--- src/rtl/chg_tmr_pkg.sv ---
package chg_tmr_pkg;
  typedef enum logic {
    PH_PRE  = 1'b0,
    PH_FAST = 1'b1
  } phase_e;
endpackage

--- src/rtl/chg_tmr_rate.sv ---
// Turns raw ticks into count-advance strobes, honouring pause and half rate.
module chg_tmr_rate (
  input  logic clk,
  input  logic rst,
  input  logic tick_i,
  input  logic slow_i,
  input  logic pause_i,
  input  logic clr_i,
  output logic adv_o
);
  logic half_q;

  // half_q marks that one slow tick has been swallowed and the next counts
  always_ff @(posedge clk) begin
    if (rst || clr_i || !slow_i) begin
      half_q <= 1'b0;
    end else if (tick_i && !pause_i) begin
      half_q <= ~half_q;
    end
  end

  assign adv_o = tick_i & ~pause_i & (~slow_i | half_q);
endmodule

--- src/rtl/chg_tmr_restart.sv ---
// Collects every event that must restart the timer, including phase and mode edges.
module chg_tmr_restart
  import chg_tmr_pkg::*;
(
  input  logic   clk,
  input  logic   rst,
  input  phase_e phase_i,
  input  logic   ttdm_i,
  input  logic   restart_i,
  output logic   clr_o
);
  phase_e phase_q;
  logic   ttdm_q;

  always_ff @(posedge clk) begin
    if (rst) begin
      phase_q <= PH_PRE;
      ttdm_q  <= 1'b0;
    end else begin
      phase_q <= phase_i;
      ttdm_q  <= ttdm_i;
    end
  end

  // ttdm_q covers the cycle that leaves disable mode
  assign clr_o = restart_i | ttdm_i | ttdm_q | (phase_i != phase_q);
endmodule

--- src/rtl/chg_tmr_core.sv ---
// Shared elapsed counter with a phase-selected limit and latched fault.
module chg_tmr_core
  import chg_tmr_pkg::*;
#(
  parameter int CNT_W      = 16,
  parameter int PRE_LIMIT  = 1800,
  parameter int FAST_LIMIT = 36000
) (
  input  logic             clk,
  input  logic             rst,
  input  logic             adv_i,
  input  logic             clr_i,
  input  phase_e           phase_i,
  output logic [CNT_W-1:0] cnt_o,
  output logic             fault_o
);
  localparam logic [CNT_W-1:0] PRE_LIM  = CNT_W'(PRE_LIMIT);
  localparam logic [CNT_W-1:0] FAST_LIM = CNT_W'(FAST_LIMIT);

  logic [CNT_W-1:0] cnt_q, cnt_nxt, lim;
  logic             fault_q;

  generate
    if (PRE_LIMIT == FAST_LIMIT) begin : g_one_lim
      assign lim = PRE_LIM;
    end else begin : g_two_lim
      assign lim = (phase_i == PH_FAST) ? FAST_LIM : PRE_LIM;
    end
  endgenerate

  assign cnt_nxt = cnt_q + CNT_W'(1);

  always_ff @(posedge clk) begin
    if (rst || clr_i) begin
      cnt_q   <= '0;
      fault_q <= 1'b0;
    end else if (adv_i && !fault_q) begin
      cnt_q <= cnt_nxt;
      if (cnt_nxt == lim) fault_q <= 1'b1;
    end
  end

  assign cnt_o   = cnt_q;
  assign fault_o = fault_q;


  step_size_chk: assert property (@(posedge clk) disable iff (rst)
    !clr_i |=> (cnt_q == $past(cnt_q)) || (cnt_q == $past(cnt_q) + CNT_W'(1)));

  fault_latch_chk: assert property (@(posedge clk) disable iff (rst)
    fault_q && !clr_i |=> fault_q && $stable(cnt_q));

  fault_at_lim_chk: assert property (@(posedge clk) disable iff (rst)
    $rose(fault_q) |-> cnt_q == $past(lim));

  clear_chk: assert property (@(posedge clk) disable iff (rst)
    clr_i |=> cnt_q == '0 && !fault_q);
endmodule

--- src/rtl/chg_safety_timer.sv ---
module chg_safety_timer
  import chg_tmr_pkg::*;
#(
  parameter int CNT_W      = 16,
  parameter int PRE_LIMIT  = 1800,
  parameter int FAST_LIMIT = 36000
) (
  input  logic             clk,
  input  logic             rst,
  input  logic             tick_i,
  input  logic             fast_phase_i,
  input  logic             slow_i,
  input  logic             pause_i,
  input  logic             ttdm_i,
  input  logic             restart_i,
  output logic [CNT_W-1:0] elapsed_o,
  output logic             fault_o
);
  phase_e phase;
  logic   clr, adv;

  assign phase = fast_phase_i ? PH_FAST : PH_PRE;

  chg_tmr_restart u_restart (
    .clk(clk), .rst(rst), .phase_i(phase), .ttdm_i(ttdm_i),
    .restart_i(restart_i), .clr_o(clr)
  );

  chg_tmr_rate u_rate (
    .clk(clk), .rst(rst), .tick_i(tick_i), .slow_i(slow_i),
    .pause_i(pause_i), .clr_i(clr), .adv_o(adv)
  );

  chg_tmr_core #(
    .CNT_W(CNT_W), .PRE_LIMIT(PRE_LIMIT), .FAST_LIMIT(FAST_LIMIT)
  ) u_core (
    .clk(clk), .rst(rst), .adv_i(adv), .clr_i(clr), .phase_i(phase),
    .cnt_o(elapsed_o), .fault_o(fault_o)
  );


  pause_hold_chk: assert property (@(posedge clk) disable iff (rst)
    pause_i && !clr |=> $stable(elapsed_o));

  ttdm_zero_chk: assert property (@(posedge clk) disable iff (rst)
    ttdm_i |=> elapsed_o == '0 && !fault_o);
endmodule

--- config.mk ---
export PLATFORM = sky130hd
export DESIGN_NAME = chg_safety_timer
export DESIGN_NICKNAME = d
export VERILOG_FILES = /design/src/rtl/chg_tmr_pkg.sv /design/src/rtl/chg_tmr_rate.sv /design/src/rtl/chg_tmr_restart.sv /design/src/rtl/chg_tmr_core.sv /design/src/rtl/chg_safety_timer.sv
export SDC_FILE = /design/constraint.sdc
export NUM_CORES = 1
export LEC_CHECK = 0
export CORE_ASPECT_RATIO = 1.2
export CORE_MARGIN = 10
export CORE_UTILIZATION = 39
export CTS_BUF_LIST = sky130_fd_sc_hd__clkbuf_2 sky130_fd_sc_hd__clkbuf_4 sky130_fd_sc_hd__clkbuf_8
export DETAILED_ROUTE_END_ITERATION = 8
export SYNTH_ARGS = -nofsm -noshare
export SYNTH_HDL_FRONTEND = slang
export SYNTH_SLANG_ARGS = --single-unit
--- constraint.sdc ---
create_clock -name clk -period 2.4 [get_ports clk]
set_input_delay 0.24 -clock clk [delete_from_list [all_inputs] [get_ports clk]]
set_output_delay 0.24 -clock clk [all_outputs]
set_load 0.01 [all_outputs]
==> impl_metrics.json <==
{
  "crit_cells": 5,
  "cts_resized": 0,
  "setup_tns_ps": 0,
  "power.leakage_uw": 0.000517,
  "async_flop_share": 0,
  "clock_sinks": 20,
  "nets": 170,
  "critPathRequiredTime_ps": 2620,
  "io_buffers": 24,
  "insertion_delay_ps": 300,
  "finalInstanceArea_um2": 1480,
  "wl_per_cell_um": 13.7,
  "power_density_nw_per_um2": 384,
  "grt_overflow": 0,
  "dp_hpwl_mm": 2.03,
  "r2r_end": "u_core.fault_o$_SDFFE_PP0P_",
  "cp-end-kind": "flip-flop",
  "drt_first_pass_iters": 4,
  "setup.worst_path.start_class": "flip-flop",
  "synth_edf_count": 0,
  "die_x_um": 70.2,
  "slowest_delay_ps": 530,
  "holdPathStages": 3,
  "grt_max_degree": 18,
  "path_delay_family": "simple AND/OR/NAND/NOR gates",
  "grt_pass1_vias": 988,
  "final-hold-violation-count": 0,
  "viasPerCell": 5.17,
  "fillCellCount": 278,
  "r2r_cells": 5,
  "status": "completed",
  "cts_made_buffers": 3,
  "h-tree-depth": 1,
  "cp_max_fo": 10,
  "finalSetupViolCount": 0,
  "synth_top_area_cell": "dfxtp_1",
  "hold_path_class": "input port to flip-flop",
  "cts_tree": "built",
  "initialDrtViolationCount": 54,
  "tightest_slew_ps": 420,
  "drc": 0,
  "avgSynthCellArea_um2": 8.74,
  "postCtsSetupRepairBufs": 0,
  "maxCapViolCount": 0,
  "holdCritStartpoint": "slow_i",
  "final_common_cell": "clkdlybuf4s50_1",
  "max_freq_mhz": 479,
  "multiInputGateArea_um2": 712,
  "grt_usage": 0.0960,
  "path_class": "flip-flop to flip-flop",
  "fin_ws_ps": 312,
  "clk_pin_slew_worst_paths_ps": 120,
  "finalCritPeriodShare": 0.870,
  "ys.warnings.count": 0,
  "area_growth_pct": 25.1,
  "synth.area.top_cells": "dfxtp_1, xor2_1, nor2_1",
  "rsz0062_at_grt": "false",
  "fin_skew_ps": 9.16,
  "synthDistinctLibCells": 40,
  "crit_slowest_cell": "dfxtp_1",
  "synth_top_flop_cell": "dfxtp_1",
  "syn_area_um2": 1180,
  "ctsRootBufferMaster": "clkbuf_4",
  "maxSlewViolCount": 0,
  "ys_seq_area_frac": 0.339,
  "slew_headroom": 0.720,
  "clockBufferDepth": 2,
  "initial_utilization": 0.416,
  "io_pins": 25,
  "via_count": 1003,
  "die_area_um2": 5630,
  "ant_nets": 0,
  "place_area_um2": 1440,
  "worst-path-buf-inv": 0,
  "synth_top_area_share": 0.339,
  "coreArea_um2": 2840,
  "grt_pass1_wl_mm": 4.49,
  "seqCellArea_um2": 400,
  "hold_ws_ps": 491,
  "layout_min_cycle_time_ps": 2090,
  "reg2reg_from": "u_core.cnt_o[5]$_SDFFE_PP0P_",
  "vdd_drop_max_uv": 269,
  "cp-startpoint": "u_core.cnt_o[5]$_SDFFE_PP0P_",
  "place.gp.congestion": 0.793,
  "crit_arrival_ps": 2310,
  "cp-endpoint": "u_core.fault_o$_SDFFE_PP0P_",
  "routed_wl_mm": 2.66,
  "final_cell_mix": "clkdlybuf4s50_1, nor2_1, dfxtp_1",
  "syn_inst": 135,
  "path_cells": "nand3_2, nor3_4, nand3_1, mux4_2, o31ai_2",
  "n_antenna_cell": 0,
  "syn_nets": 144,
  "antenna_found_initial": 0,
  "placedCellCount": 190,
  "rrSetupSlack_ps": 310,
  "final_cells": 194,
  "synth_seq_cells": 20,
  "cts_hold_buf": 0,
  "layout-drive-gt1-share": 0.106,
  "post-place-ws_ps": 299,
  "fp.dieH_um": 80.3,
  "rows": 21
}
per-stage QoR:
stage	utilization	total power, µW
floorplan	-	362
global route	0.520	594
detailed placement	0.507	378
finish	0.520	566
global placement	0.507	378
CTS	0.520	576
worst register-to-register path: stages (launching register included):
cell	delay [ps]
dfxtp_1	530
nand3_2	250
nor3_4	410
nand3_1	120
mux4_2	490
o31ai_2	210
metal layers:
layer,up-vias,share of wire,global-route usage
met4,0,0.015,0.0514
met5,-,0,0
met3,6,0.068,0.0381
li1,514,-,-
met1,466,0.42,0.100
met2,17,0.49,0.163
cells in the mapped netlist (3+ instances only):
library cell / count
nor3_1: 3
nand3_1: 5
nand2b_1: 3
xnor2_1: 7
clkbuf_1: 3
buf_6: 3
nor2_1: 21
dfxtp_1: 20
nand2_1: 14
xor2_1: 16
nand4_1: 7
cell families after synthesis:
group,Yosys count,share of synthesized area
DFF,20,0.339
xor gates and xnor gates,23,0.171
adders and majority gates,1,0.0106
buffers and inverters,10,0.0573
muxes,2,0.0276
and+or+nand+nor,70,0.332
AOI/OAI and AO/OA,9,0.0626
where the power goes:
group | switching (µW) | internal (µW)
sequential | 0.815 | 334
combinational | 16.8 | 19.5
clock | 103 | 92.5
total | 120 | 446
flip-flops by register name, indices dropped and copies added, names as in the netlist:
register,count
u_restart.ttdm_q,1
u_restart.phase_q,1
u_core.cnt_o,16
u_rate.half_q,1
u_core.fault_o,1
area by class of cell:
class | count | share of cell area
Clock buffer | 4 | 0.0246
Inverter | 2 | 0.00508
Multi-Input combinational cell | 105 | 0.482
Sequential cell | 20 | 0.271
Tap cell | 34 | 0.0288
Timing Repair Buffer | 29 | 0.188
worst min path at each step:
stage,slack [ps],to
3_5_place_dp,530,u_rate.half_q$_SDFFE_PP0P_
6_report,490,u_rate.half_q$_SDFFE_PP0P_
3_3_place_gp,520,u_rate.half_q$_SDFFE_PP0P_
4_1_cts,480,u_rate.half_q$_SDFFE_PP0P_
2_1_floorplan,310,u_restart.phase_q$_SDFF_PP0_
5_1_grt,500,u_rate.half_q$_SDFFE_PP0P_
No activity file was read; power rests on OpenSTA's default activity.
